===== src/rtl/hazard_pkg.sv =====
package hazard_pkg;

    // Operand source codes for the EX-stage ALU multiplexers
    typedef enum logic [1:0] {
        SEL_REGFILE = 2'b00,
        SEL_LATE    = 2'b01,   // MA/WB pipeline register value
        SEL_EARLY   = 2'b10    // EX/MA pipeline register value
    } opnd_sel_e;

    // Prioritised comparison result for one source operand
    typedef struct packed {
        logic from_ex;
        logic from_ma;
        logic from_wb;
        logic load_use;
    } src_hit_t;

endpackage


===== src/rtl/hazard_src_cmp.sv =====
module hazard_src_cmp
    import hazard_pkg::*;
#(
    parameter int REG_W = 5
) (
    input  logic             clk_i,
    input  logic             rst_ni,
    input  logic [REG_W-1:0] src_i,
    input  logic             use_i,
    input  logic [REG_W-1:0] ex_rd_i,
    input  logic             ex_we_i,
    input  logic             ex_load_i,
    input  logic [REG_W-1:0] ma_rd_i,
    input  logic             ma_we_i,
    input  logic [REG_W-1:0] wb_rd_i,
    input  logic             wb_we_i,
    output src_hit_t         hit_o
);

    logic live;
    logic m_ex, m_ma, m_wb;

    always_comb begin
        live  = use_i && (src_i != '0);
        m_ex  = live && ex_we_i && (ex_rd_i == src_i);
        m_ma  = live && ma_we_i && (ma_rd_i == src_i);
        m_wb  = live && wb_we_i && (wb_rd_i == src_i);

        hit_o          = '0;
        hit_o.load_use = m_ex && ex_load_i;
        hit_o.from_ex  = m_ex && !ex_load_i;
        hit_o.from_ma  = !m_ex && m_ma;
        hit_o.from_wb  = !m_ex && !m_ma && m_wb;
    end


    one_source_chk: assert property (@(posedge clk_i) disable iff (!rst_ni)
        $onehot0({hit_o.from_ex, hit_o.from_ma, hit_o.from_wb, hit_o.load_use}));


    zero_reg_quiet_chk: assert property (@(posedge clk_i) disable iff (!rst_ni)
        (src_i == '0) |-> (hit_o == '0));


    unused_src_quiet_chk: assert property (@(posedge clk_i) disable iff (!rst_ni)
        !use_i |-> (hit_o == '0));

endmodule


===== src/rtl/hazard_sel_reg.sv =====
module hazard_sel_reg
    import hazard_pkg::*;
#(
    parameter int NSRC = 2
) (
    input  logic                  clk_i,
    input  logic                  rst_ni,
    input  logic                  bubble_i,
    input  src_hit_t [NSRC-1:0]   hits_i,
    output logic [2*NSRC-1:0]     sel_o
);

    typedef struct packed {
        logic [2*NSRC-1:0] sel;
    } sel_state_t;

    sel_state_t st_d, st_q;

    always_comb begin
        st_d = '0;
        if (!bubble_i) begin
            for (int k = 0; k < NSRC; k++) begin
                if (hits_i[k].from_ex)
                    st_d.sel[2*k +: 2] = SEL_EARLY;
                else if (hits_i[k].from_ma)
                    st_d.sel[2*k +: 2] = SEL_LATE;
                else
                    st_d.sel[2*k +: 2] = SEL_REGFILE;
            end
        end
    end

    always_ff @(posedge clk_i) begin
        if (!rst_ni) st_q <= '0;
        else         st_q <= st_d;
    end

    assign sel_o = st_q.sel;


    bubble_clears_sel_chk: assert property (@(posedge clk_i) disable iff (!rst_ni)
        bubble_i |=> (sel_o == '0));


    no_code_three_chk: assert property (@(posedge clk_i) disable iff (!rst_ni)
        sel_o[1:0] != 2'b11);

endmodule


===== src/rtl/hazard_ctl.sv =====
module hazard_ctl
    import hazard_pkg::*;
#(
    parameter int REG_W = 5,
    parameter int NSRC  = 2
) (
    input  logic                    clk_i,
    input  logic                    rst_ni,
    input  logic [NSRC*REG_W-1:0]   id_src_i,
    input  logic [NSRC-1:0]         id_use_i,
    input  logic [REG_W-1:0]        ex_rd_i,
    input  logic                    ex_we_i,
    input  logic                    ex_load_i,
    input  logic [REG_W-1:0]        ma_rd_i,
    input  logic                    ma_we_i,
    input  logic [REG_W-1:0]        wb_rd_i,
    input  logic                    wb_we_i,
    output logic                    stall_o,
    output logic                    bubble_o,
    output logic [2*NSRC-1:0]       fwd_sel_o,
    output logic [NSRC-1:0]         wb_pass_o
);

    src_hit_t [NSRC-1:0] hits;
    logic     [NSRC-1:0] lu_vec;

    for (genvar g = 0; g < NSRC; g++) begin : g_src
        hazard_src_cmp #(.REG_W(REG_W)) cmp_i (
            .clk_i     (clk_i),
            .rst_ni    (rst_ni),
            .src_i     (id_src_i[g*REG_W +: REG_W]),
            .use_i     (id_use_i[g]),
            .ex_rd_i   (ex_rd_i),
            .ex_we_i   (ex_we_i),
            .ex_load_i (ex_load_i),
            .ma_rd_i   (ma_rd_i),
            .ma_we_i   (ma_we_i),
            .wb_rd_i   (wb_rd_i),
            .wb_we_i   (wb_we_i),
            .hit_o     (hits[g])
        );
        assign lu_vec[g]    = hits[g].load_use;
        assign wb_pass_o[g] = hits[g].from_wb;
    end

    // Hold younger instructions and inject a NOP into EX together
    assign stall_o  = |lu_vec;
    assign bubble_o = stall_o;

    hazard_sel_reg #(.NSRC(NSRC)) sel_i (
        .clk_i    (clk_i),
        .rst_ni   (rst_ni),
        .bubble_i (bubble_o),
        .hits_i   (hits),
        .sel_o    (fwd_sel_o)
    );


    alu_chain_no_stall_chk: assert property (@(posedge clk_i) disable iff (!rst_ni)
        (id_use_i[0] && ex_we_i && !ex_load_i && (ex_rd_i != '0)
         && (ex_rd_i == id_src_i[REG_W-1:0]) && !stall_o)
        |=> (fwd_sel_o[1:0] == 2'b10));


    load_use_stall_chk: assert property (@(posedge clk_i) disable iff (!rst_ni)
        (id_use_i[0] && ex_we_i && ex_load_i && (ex_rd_i != '0)
         && (ex_rd_i == id_src_i[REG_W-1:0])) |-> stall_o);

endmodule


===== config.mk =====
export PLATFORM = sky130hd
export DESIGN_NAME = hazard_ctl
export DESIGN_NICKNAME = d
export VERILOG_FILES = /design/src/rtl/hazard_pkg.sv /design/src/rtl/hazard_src_cmp.sv /design/src/rtl/hazard_sel_reg.sv /design/src/rtl/hazard_ctl.sv
export SDC_FILE = /design/constraint.sdc
export NUM_CORES = 1
export LEC_CHECK = 0
export CAP_MARGIN = 5
export CORE_MARGIN = 2
export CORE_UTILIZATION = 34
export DETAILED_ROUTE_END_ITERATION = 8
export HOLD_SLACK_MARGIN = 0.1
export PLACE_DENSITY_LB_ADDON = 0.1
export SLEW_MARGIN = 0
export SYNTH_ARGS = -nofsm -noshare
export SYNTH_HDL_FRONTEND = slang
export SYNTH_SLANG_ARGS = --single-unit

===== constraint.sdc =====
create_clock -name clk_i -period 2.2 [get_ports clk_i]
set_input_delay 0.44 -clock clk_i [delete_from_list [all_inputs] [get_ports clk_i]]
set_output_delay 0.44 -clock clk_i [all_outputs]
set_load 0.005 [all_outputs]

======== Yosys cells after proc, flatten, opt, wreduce, memory -nomap -nowiden ========
Cells that the tools add are included.
cells by class
  add/sub/neg operators ................... 0
  $mul .................................... 0
  div/mod/pow operators ................... 0
  order comparisons ....................... 0
  equal/unequal tests ..................... 6
  shift operators ......................... 0
  mux-type cells .......................... 4
  bitwise operators ....................... 1
  reductions and logical operators ........ 35
operator list
  operator            count
  5-bit == test       6
  1-bit logical AND   24
  5-bit nonzero test  2
  4-bit OR reduction  2
  1-bit logical NOT   5
  2-bit two-way mux   2
  3-bit OR reduction  1
  1-bit two-way mux   2
  2-bit OR reduction  1
  1-bit NOT           1
word-level totals
  bits in registers ....................... 4
  latch bits .............................. 0
  bits in writable memories ............... 0
  ROM bits ................................ 0
  input port bits ......................... 33
  output and inout bits ................... 8
  word-level logic and storage cells ...... 49
  memories kept ........................... 0

======== Longest topological paths before layout ========
Gate-level depths: netlist of run 1.
  depth after elaboration ................. 8
  depth in mapped cells ................... 5
  depth with buffers taken out ............ 4

======== Cells and area by module ========
From an unflattened synthesis of run 1, not the netlist that was laid out.
unflattened totals
  cell total of the unflattened synthesis .. 68
  area total of the unflattened synthesis .. 614.3 um2
modules (own cells, without submodules)
  module          instances  cells an instance  area each (um2)  seq. area each (um2)
  hazard_src_cmp  2          29                 237.7            0.0
  hazard_sel_reg  1          8                  125.1            80.1
  hazard_ctl      1          2                  13.8             0.0

======== Least setup slack after synthesis of run 1 ========
No wires, ideal clock.
  kind .................................... in2out
  from .................................... in id_src_i[6]
  to ...................................... out stall_o
  data arrival time ....................... 1.516 ns
  required time ........................... 1.760 ns
  path slack .............................. 0.244 ns
  stages .................................. 5
  buffers on the path ..................... 1
  path through ............................ or4_1 o21ai_2 nor3_2 o21a_1 buf_4
on the way
  longest elaborated chain between the ends .. 6
  elaborated cells on any way between the ends .. 7
  those cells by class .................... 1 x eq/ne; 6 x reduce/logical
RTL lines
  element                 RTL line              source
  start: declaration      hazard_ctl.sv:9       input logic [NSRC*REG_W-1:0] id_src_i,
  5-bit nonzero test      hazard_src_cmp.sv:24  live = use_i && (src_i != '0);
  1-bit logical AND       hazard_src_cmp.sv:24
  1-bit logical AND       hazard_src_cmp.sv:25  m_ex = live && ex_we_i && (ex_rd_i == src_i);
  1-bit logical AND (*)   hazard_src_cmp.sv:25
  1-bit logical AND (*)   hazard_src_cmp.sv:30  hit_o.load_use = m_ex && ex_load_i;
  2-bit OR reduction (*)  hazard_ctl.sv:47      assign stall_o = |lu_vec;
  end: declaration        hazard_ctl.sv:18      output logic stall_o,
Every way passes the cells marked *; elsewhere a longest branch is shown, timed or not.

======== Worst setup path after layout of run 1 ========
  from .................................... in id_src_i[5]
  to ...................................... out bubble_o
on the way
  longest elaborated chain between the ends .. 6
  elaborated cells on any way between the ends .. 7
  those cells by class .................... 1 x eq/ne; 6 x reduce/logical
RTL lines
  element                 RTL line              source
  5-bit nonzero test      hazard_src_cmp.sv:24
  1-bit logical AND       hazard_src_cmp.sv:24
  1-bit logical AND       hazard_src_cmp.sv:25
  1-bit logical AND (*)   hazard_src_cmp.sv:25
  1-bit logical AND (*)   hazard_src_cmp.sv:30
  2-bit OR reduction (*)  hazard_ctl.sv:47
  end: declaration        hazard_ctl.sv:19      output logic bubble_o,
Marks and branches as above.

==> results of run 1 <==
synthesized netlist by cell type (2+ instances only):
| library cell | count |
|---|---|
| xor2_1 | 16 |
| nor4_1 | 4 |
| nand2_1 | 3 |
| nor3_1 | 3 |
| xnor2_1 | 14 |
| nand3_1 | 2 |
| and3_1 | 2 |
| buf_4 | 3 |
| nand4_1 | 4 |
| dfxtp_1 | 4 |
metal layers:
metal	vias up	wire length, µm	part of all wire, %	global-route usage (%)
li1	398	-	-	-
met4	0	49	2.0	5.29
met5	-	0	0	0
met1	405	933	37	28.6
met3	6	146	5.9	1.60
met2	47	1360	55	51.0
timing repair:
item / CTS / global route
buffers inserted: 11 / 1
gates resized for setup: 54 / 18
pin swaps: 18 / 7
setup endpoints to repair: 4 / 5
final cells by class:
class                           instances  share of cell area, %
Timing Repair Buffer                   78                   47.8
Multi-Input combinational cell         60                   42.5
Sequential cell                         4                   6.18
Clock buffer                            3                   1.74
Tap cell                               16                   1.54
Inverter                                1                  0.290
worst max path at each step:
stage	slack [ns]	cells past startpoint	startpoint	to
6_report	0.04	7	id_src_i[5]	bubble_o
5_1_grt	-0.05	14	id_src_i[4]	sel_i.sel_o[0]$_SDFF_PP0_
4_1_cts	-0.003	14	id_src_i[1]	sel_i.sel_o[0]$_SDFF_PP0_
3_5_place_dp	-0.67	6	id_src_i[4]	bubble_o
3_3_place_gp	-0.59	6	id_src_i[4]	bubble_o
2_1_floorplan	0.24	5	id_src_i[6]	stall_o
critical path, stage by stage:
cell and delay, ns:
dlygate4sd2_1 0.28, buf_4 0.15, xnor2_1 0.16, nand2_1 0.17, nor3_4 0.21, o21a_1 0.17
buf_2 0.14
logic make-up after synthesis:
kind of cell / Yosys count
buffers and inverters: 4
DFF: 4
and+or+nand+nor: 24
AOI/OAI and AO/OA: 6
xor gates and xnor gates: 30
power by group:
part | total [W] | switching [W] | leakage (nW) | internal (W)
logic | 0.000203 | 0.0000881 | 0.555 | 0.000115
registers | 0.0000733 | 0.0000000973 | 0.0322 | 0.0000732
clock network | 0.0000889 | 0.0000280 | 0.0138 | 0.0000609
total | 0.000365 | 0.000116 | 0.601 | 0.000249
metrics by stage:
step / power [W] / std cells / area, µm²
finish: 0.000365 / 162 / 1300
detailed placement: 0.000257 / 148 / 1170
global placement: 0.000254 / 148 / 1170
global route: 0.000388 / 162 / 1300
floorplan: 0.000130 / 68 / 568
CTS: 0.000349 / 161 / 1260
==> results.md, run 1 <==
- Worst hold-check path type: in2reg
- Post-Syn Instances: a little under 70
- Vias per Instance: 5.28
- Largest area contributor in the netlist: xor2_1
- Finish-stage setup viols: 0
- Commonest non-fill, non-tap cell in the layout: buf_4
- Final ANT Viol Nets: 0
- Row count: 14
- Register area: about 80 µm²
- CTS clk-pin slew, worst paths: about 0.04 ns
- Nature of the critical path startpoint: input pin
- Initial Util: roughly 37%
- DRT Pass-1 Iters: 4
- Number of flops mapped to enable cells by yosys: 0
- Syn avg cell area: 8.35 µm²
- Syn nets: 101
- Critical Path Fanout Max: 3
- Power Dens Cells: between 200 and 300 nW/µm²
- IO Port Bufs: 40
- Post-synthesis adder-cell area fraction: 0%
- Post-layout worst setup margin: roughly 0.035 ns
- Yosys reg bits: 4
- Hold EP: sel_i.sel_o[0]$_SDFF_PP0_
- Setup CP Type: in2out
- RSZ-0062 raised after global routing: true
- Hold path cells: 4
- DR DRC count: 0
- Antenna diode count: 0
- CP endpoint kind: output pin
- Layout cells sized above 1: between 40% and 50%
- DRT iter0 DRCs: 18
- Syn-to-layout area delta: 128%
- Vias in the first global route: approximately 880
- Area of the multi-input gates: 551 µm²
- FILL cells: around 110
- CORE AREA: about 1500 µm²
- Critical Path RT: 1.76 ns
- Max frequency: 462 MHz
- Number of max-cap violations: 0
- H-tree depth: 1
- CTS tree: built
- TritonCTS buffer count: 3
- GPL Wtd Cong: approximately 0.86
- Area share of the largest cell type after synthesis: about a quarter
- Distinct cells, synth: 23
- Wirelength, routed: between 2 and 2.5 mm
- Hpwl dp: between 1.5 and 2 mm
- Final slew viol count: 0
- Worst rel slew slack: 80.2%
- Die Y: roughly 45 µm
- Max reg flops: 4
- Largest family of logic cells by synthesized area: XOR/XNOR gates
- Outcome: complete, no violations
- Simple-gate share of the synthesized area: 26.0%
- Worst IR Drop VDD: between 200 and 300 µV
- Clock tree buffer depth: 2
- Hold Path Origin: id_src_i[0]
- Total Routing Usage GR: 25.3%
- Die Width: between 40 and 50 µm
- Most frequent cells in the layout: buf_4 (37), xor2_1 (14), dlygate4sd2_1 (14)
- Main flop type after synthesis: dfxtp_1
- Least-Margin Pin Slew: around 0.30 ns
- Min Tclk post-route: approximately 2.2 ns
- Final Hold Violating Endpoints: 0
- Setup TNS: 0 ns
- Synth top area cells: xor2_1 (25%), xnor2_1 (22%), dfxtp_1 (14%)
- Mux contribution to synthesized area: 0%
- I/O pin count: 41
- First-pass GRT wire length: 3.80 mm
- Dpl ws: -0.667 ns
- Synth Area in XOR/XNOR: 46.3%
- CP arrival: 1.72 ns
- Complex-gate fraction of the synthesized area: about 9.0%
- Async SR Flop Fraction: 0%
- Largest net degree at the start of global routing: 5
- Total gr overflow: 0
- Synth warnings: 0
- Share of the core filled with cells: between 80% and 90%
- WL per Instance: 15.4 µm
- Hold-fix buffers, CTS: 0
- Via count: around 860
- Leak: between 0.6 and 0.7 nW
- Final #Nets: ~180
- Antenna violations before repair: 0
- DIE AREA: about 2000 µm²
- Post-synthesis sequential area ratio: 14.1%
- CTS Sinks: 4
- Tcrit/Tclk final: ~98%
- CTS root buffer: clkbuf_4
- Worst hold margin: 0.690 ns
- Post-Syn Area: 568 µm²
Power figures use the tool's default switching activity.
==> inputs of run 2 (changes only) <==
--- a/config.mk
+++ b/config.mk
@@ -6,11 +6,11 @@
 export NUM_CORES = 1
 export LEC_CHECK = 0
 export CAP_MARGIN = 5
-export CORE_MARGIN = 2
 export CORE_UTILIZATION = 34
 export DETAILED_ROUTE_END_ITERATION = 8
 export HOLD_SLACK_MARGIN = 0.1
 export PLACE_DENSITY_LB_ADDON = 0.1
+export REMOVE_ABC_BUFFERS = 1
 export SLEW_MARGIN = 0
 export SYNTH_ARGS = -nofsm -noshare
 export SYNTH_HDL_FRONTEND = slang
==> results.md, run 2 (synthesis gave the netlist of run 1 again) <==
- Wirelength, routed: 2.75 mm (+10%)
- GPL Wtd Cong: 0.898 (+4.2%)
- Final ANT Viol Nets: 0 (unchanged)
- TritonCTS buffer count: 3 (unchanged)
- Max frequency: 451 MHz (-2.4%)
- Commonest non-fill, non-tap cell in the layout: buf_4
- Least-Margin Pin Slew: 0.298 ns (+0.00244 ns)
- Finish-stage setup viols: 2 (+2)
- CORE AREA: 1540 µm² (unchanged)
- Syn-to-layout area delta: 135%
- Area of the multi-input gates: 584 µm² (+6.1%)
- Die Y: 42.9 µm (-4.5%)
- Failing checks: negative setup slack
- Register area: 80.1 µm² (unchanged)
- H-tree depth: 1 (unchanged)
- IO Port Bufs: 40 (unchanged)
- Setup CP Type: in2out
- Vias per Instance: 5.45 (+3.2%)
- CTS Sinks: 4 (unchanged)
- CTS clk-pin slew, worst paths: 0.04 ns (about the same)
- Vias in the first global route: 937 (+6.2%)
- Largest net degree at the start of global routing: 5 (unchanged)
- Critical Path RT: 1.76 ns (about the same)
- WL per Instance: 17.0 µm (+10%)
- Worst IR Drop VDD: 182 µV (-29%)
- Antenna violations before repair: 0 (unchanged)
- Final slew viol count: 0 (unchanged)
- DRT Pass-1 Iters: 4 (unchanged)
- I/O pin count: 41 (unchanged)
- Hpwl dp: 1.76 mm (+2.5%)
- Critical Path Fanout Max: 2 (-1)
- CP endpoint kind: output pin
- Die Width: 42.9 µm (-4.5%)
- Total gr overflow: 0 (unchanged)
- FILL cells: 87 (-19%)
- Tcrit/Tclk final: 101% (+2.4 points)
- Power Dens Cells: 287 nW/µm² (+1.8%)
- Post-placement cell count: 149 (+0.68%)
- Dpl ws: -0.618 ns (+0.0498 ns)
- DRT iter0 DRCs: 25 (+7)
- Final Hold Violating Endpoints: 0 (unchanged)
- Total Routing Usage GR: 31.9% (+6.6 points)
- CTS root buffer: clkbuf_4
- CP arrival: 1.78 ns (+0.06 ns)
- Leak: 0.637 nW (+5.9%)
- CTS tree: built
- DR DRC count: 0 (unchanged)
- Worst hold-check path type: in2reg
- Layout cells sized above 1: 49.3% (+4.1 points)
- Row count: 14 (unchanged)
- Outcome: finished with violations
- Final Non-Filler Cells: 162 (unchanged)
- First-pass GRT wire length: 4.26 mm (+12%)
- Setup TNS: -0.0214 ns (-0.0214 ns)
- Via count: 883 (+3.2%)
- Most frequent cells in the layout: buf_4 (38), xor2_1 (14), clkdlybuf4s50_1 (13)
- Antenna diode count: 0 (unchanged)
- Clock tree buffer depth: 2 (unchanged)
- Min Tclk post-route: 2.22 ns (+0.0527 ns)
- Initial Util: 36.9% (unchanged)
- Worst rel slew slack: 80.0% (-0.24 points)
- Final #Nets: 181 (unchanged)
- DIE AREA: 1840 µm² (-8.7%)
- Nature of the critical path startpoint: input pin
- Max reg flops: 4 (unchanged)
- Number of max-cap violations: 0 (unchanged)
- Post-layout worst setup margin: -0.0172 ns (-0.0527 ns)
[run 2: worst paths after layout]
| check | slack (ns) | endpoint | depth (start not counted) | start |
|---|---|---|---|---|
| max | -0.02 | wb_pass_o[1] | 8 | ex_rd_i[3] |
| min | 0.90 | sel_i.sel_o[2]$_SDFF_PP0_ | 3 | rst_ni |
[run 2: power breakdown]
group | switching [W] | leakage, nW | internal [W]
Clock | 0.0000281 | 0.0138 | 0.0000608
Sequential | 0.0000000707 | 0.0322 | 0.0000733
Combinational | 0.0000967 | 0.591 | 0.000124
Total | 0.000125 | 0.637 | 0.000258
[run 2: final cells by class]
type	instances	area share, %
repair buffers	78	46.8
flip-flops and latches	4	6.00
clock buffers	3	1.69
inverters	1	0.281
well taps	16	1.50
multi-input cells	60	43.8
[run 2: layer usage]
layer  vias up  GRT usage (%)  share of wire, %  wire [µm]
li1        401              -                 -          -
met1       415           28.8                34        924
met2        51           65.2                55       1520
met3        16           7.66               5.8        160
met4         0           12.5               5.3        146
met5         -              0                 0          0
[run 2: through the flow]
step | cell area (µm²) | hold WS [ns] | util, % | power [W]
finish | 1340 | 0.900 | 86.6 | 0.000383
CTS | 1300 | 0.877 | 84.1 | 0.000359
floorplan | 546 | 0.529 | - | 0.000130
global placement | 1180 | 1.10 | 76.3 | 0.000256
global route | 1340 | 0.909 | 86.6 | 0.000403
detailed placement | 1180 | 1.13 | 76.3 | 0.000260
[run 2: critical path, cell delays in order]
cell and delay (ns):
dlygate4sd2_1 0.25, buf_4 0.13, xnor2_1 0.17, nand4_1 0.23, buf_4 0.22, o21bai_4 0.14
nor3_2 0.06, buf_2 0.13
[run 2: repair_timing]
item,4_1_cts,5_1_grt
setup endpoints to repair,4,5
buffers inserted,11,1
pin swaps,19,16
resized for setup,48,32
hold buffers,0,0
gates cloned,0,0
==> inputs of run 3 (changes only) <==
--- a/config.mk
+++ b/config.mk
@@ -5,12 +5,13 @@
 export SDC_FILE = /design/constraint.sdc
 export NUM_CORES = 1
 export LEC_CHECK = 0
-export CAP_MARGIN = 5
+export CAP_MARGIN = 15
 export CORE_UTILIZATION = 34
 export DETAILED_ROUTE_END_ITERATION = 8
 export HOLD_SLACK_MARGIN = 0.1
 export PLACE_DENSITY_LB_ADDON = 0.1
 export REMOVE_ABC_BUFFERS = 1
+export SETUP_SLACK_MARGIN = 0.1
 export SLEW_MARGIN = 0
 export SYNTH_ARGS = -nofsm -noshare
 export SYNTH_HDL_FRONTEND = slang
==> results.md, run 3 (synthesis gave the netlist of run 1 again) <==
- Critical Path Fanout Max: 2 (unchanged)
- Final ANT Viol Nets: 0 (unchanged)
- Hpwl dp: 1.76 mm (unchanged)
- DRT iter0 DRCs: 20 (-20%)
- Worst hold-check path type: in2reg
- Die Width: 42.9 µm (unchanged)
- Most frequent cells in the layout: buf_4 (33), xor2_1 (12), clkdlybuf4s50_1 (11)
- Worst rel slew slack: 78.3% (-1.7 points)
- Total Routing Usage GR: 28.8% (-3.1 points)
- DIE AREA: 1840 µm² (unchanged)
- I/O pin count: 41 (unchanged)
- Tcrit/Tclk final: 96.0% (-4.7 points)
- CTS clk-pin slew, worst paths: 0.03 ns (about the same)
- Critical Path RT: 1.76 ns (about the same)
- Total gr overflow: 0 (unchanged)
- CORE AREA: 1540 µm² (unchanged)
- CTS tree: built
- Setup CP Type: in2out
- Least-Margin Pin Slew: 0.323 ns (+0.0258 ns)
- Via count: 885 (+0.23%)
- DR DRC count: 0 (unchanged)
- First-pass GRT wire length: 3.91 mm (-8.3%)
- Largest net degree at the start of global routing: 5 (unchanged)
- Final slew viol count: 0 (unchanged)
- Max reg flops: 4 (unchanged)
- RSZ-0062 raised after global routing: false
- H-tree depth: 1 (unchanged)
- FILL cells: 62 (-29%)
- Slowest cell on the critical path: buf_4
- CP endpoint kind: output pin
- Vias per Instance: 5.43 (-0.39%)
- Area of the multi-input gates: 603 µm² (+3.2%)
- TritonCTS buffer count: 3 (unchanged)
- Final Cell Area: 1400 µm² (+4.7%)
- Power Total: 0.000397 W (+3.7%)
- Setup TNS: 0 ns (+0.0214 ns)
- Initial Util: 36.9% (unchanged)
- Outcome: complete, no violations
- Number of max-cap violations: 0 (unchanged)
- Commonest non-fill, non-tap cell in the layout: buf_4
- Antenna diode count: 0 (unchanged)
- Critical path depth in cells: 8 (unchanged)
- Die Y: 42.9 µm (unchanged)
- DRT Pass-1 Iters: 4 (unchanged)
- Clock tree buffer depth: 2 (unchanged)
- Min Tclk post-route: 2.11 ns (-0.104 ns)
- Buf+Inv Stages, Crit Path: 4 (unchanged)
- Worst hold margin: 0.763 ns (-0.136 ns)
- IO Port Bufs: 40 (unchanged)
- Final #Nets: 182 (+0.55%)
- Antenna violations before repair: 0 (unchanged)
- CTS Sinks: 4 (unchanged)
- Most frequent CP cell: buf_4
- Worst IR Drop VDD: 190 µV (+4.0%)
- CTS root buffer: clkbuf_4
- GPL Wtd Cong: 0.898 (unchanged)
- Vias in the first global route: 910 (-2.9%)
- Hold-fix buffers, CTS: 0 (unchanged)
- Placed instance area: 1180 µm² (unchanged)
- CP arrival: 1.67 ns (-0.11 ns)
- Layout cells sized above 1: 54.4% (+5.1 points)
- CP top delay family: buffers and inverters
- Max frequency: 473 MHz (+4.9%)
- Nature of the critical path startpoint: input pin
- WL per Instance: 18.2 µm (+7.2%)
- Critical-path cell list: clkdlybuf4s15_1 -> buf_4 -> xnor2_2 -> nand4_1 -> buf_4 -> o21bai_4 -> nor3_2 -> buf_2
- Row count: 14 (unchanged)
- Hold path cells: 4 (+1)
- Final Hold Violating Endpoints: 0 (unchanged)
- Power Dens Cells: 284 nW/µm² (-0.92%)
- Share of the core filled with cells: 90.7% (+4.1 points)
- Slowest stage delay, CP: 0.21 ns (-0.04 ns)
- Wirelength, routed: 2.96 mm (+7.9%)
- Register area: 80.1 µm² (unchanged)
- Finish-stage setup viols: 0 (-2)
- Leak: 0.660 nW (+3.8%)
- Syn-to-layout area delta: 146%
==> run 3: cell count changes in the layout (fill, tap and decap cells not counted), moves of 2 or more <==
cell | previous run | this run
buf_4 | 38 | 33
dlygate4sd2_1 | 10 | 5
xor2_2 | 2 | 4
clkdlybuf4s15_1 | 3 | 7
clkdlybuf4s50_1 | 13 | 11
xor2_1 | 14 | 12
buf_6 | 1 | 9
==> run 3: cell type report <==
class	instances	share of cell area, %
timing repair buffer	79	47.8
inverter	1	0.269
tap	16	1.43
sequential	4	5.73
multi-input combinational	60	43.2
clock buffer	3	1.61
==> run 3: layer usage <==
layer / track usage [%] / vias to the layer above / share of wire [%]
li1: - / 403 / -
met1: 27.9 / 419 / 37
met2: 57.0 / 51 / 54
met3: 5.96 / 12 / 6.4
met4: 11.9 / 0 / 3.0
met5: 0 / - / 0
==> run 3: metrics by stage <==
step,worst slack [ns],instances
finish,0.0871,163
global route,0.0269,163
CTS,0.0976,163
detailed placement,-0.618,149
global placement,-0.525,149
floorplan,0.366,65
==> run 3: final timing paths <==
kind       start                         to
min   ma_rd_i[0]  sel_i.sel_o[0]$_SDFF_PP0_
max   ex_rd_i[1]               wb_pass_o[1]
==> run 3: timing repair <==
| item | in CTS | in global routing |
|---|---|---|
| endpoints found under the setup margin | 4 | 5 |
| resized for setup | 66 | 45 |
| pin swaps | 20 | 25 |
| buffers inserted | 11 | 1 |
==> run 3: power breakdown <==
| part | switching, W | leakage [nW] | internal, W |
|---|---|---|---|
| clock network | 0.0000265 | 0.0138 | 0.0000608 |
| logic | 0.000103 | 0.614 | 0.000134 |
| registers | 0.0000000816 | 0.0322 | 0.0000733 |
| total | 0.000129 | 0.660 | 0.000268 |
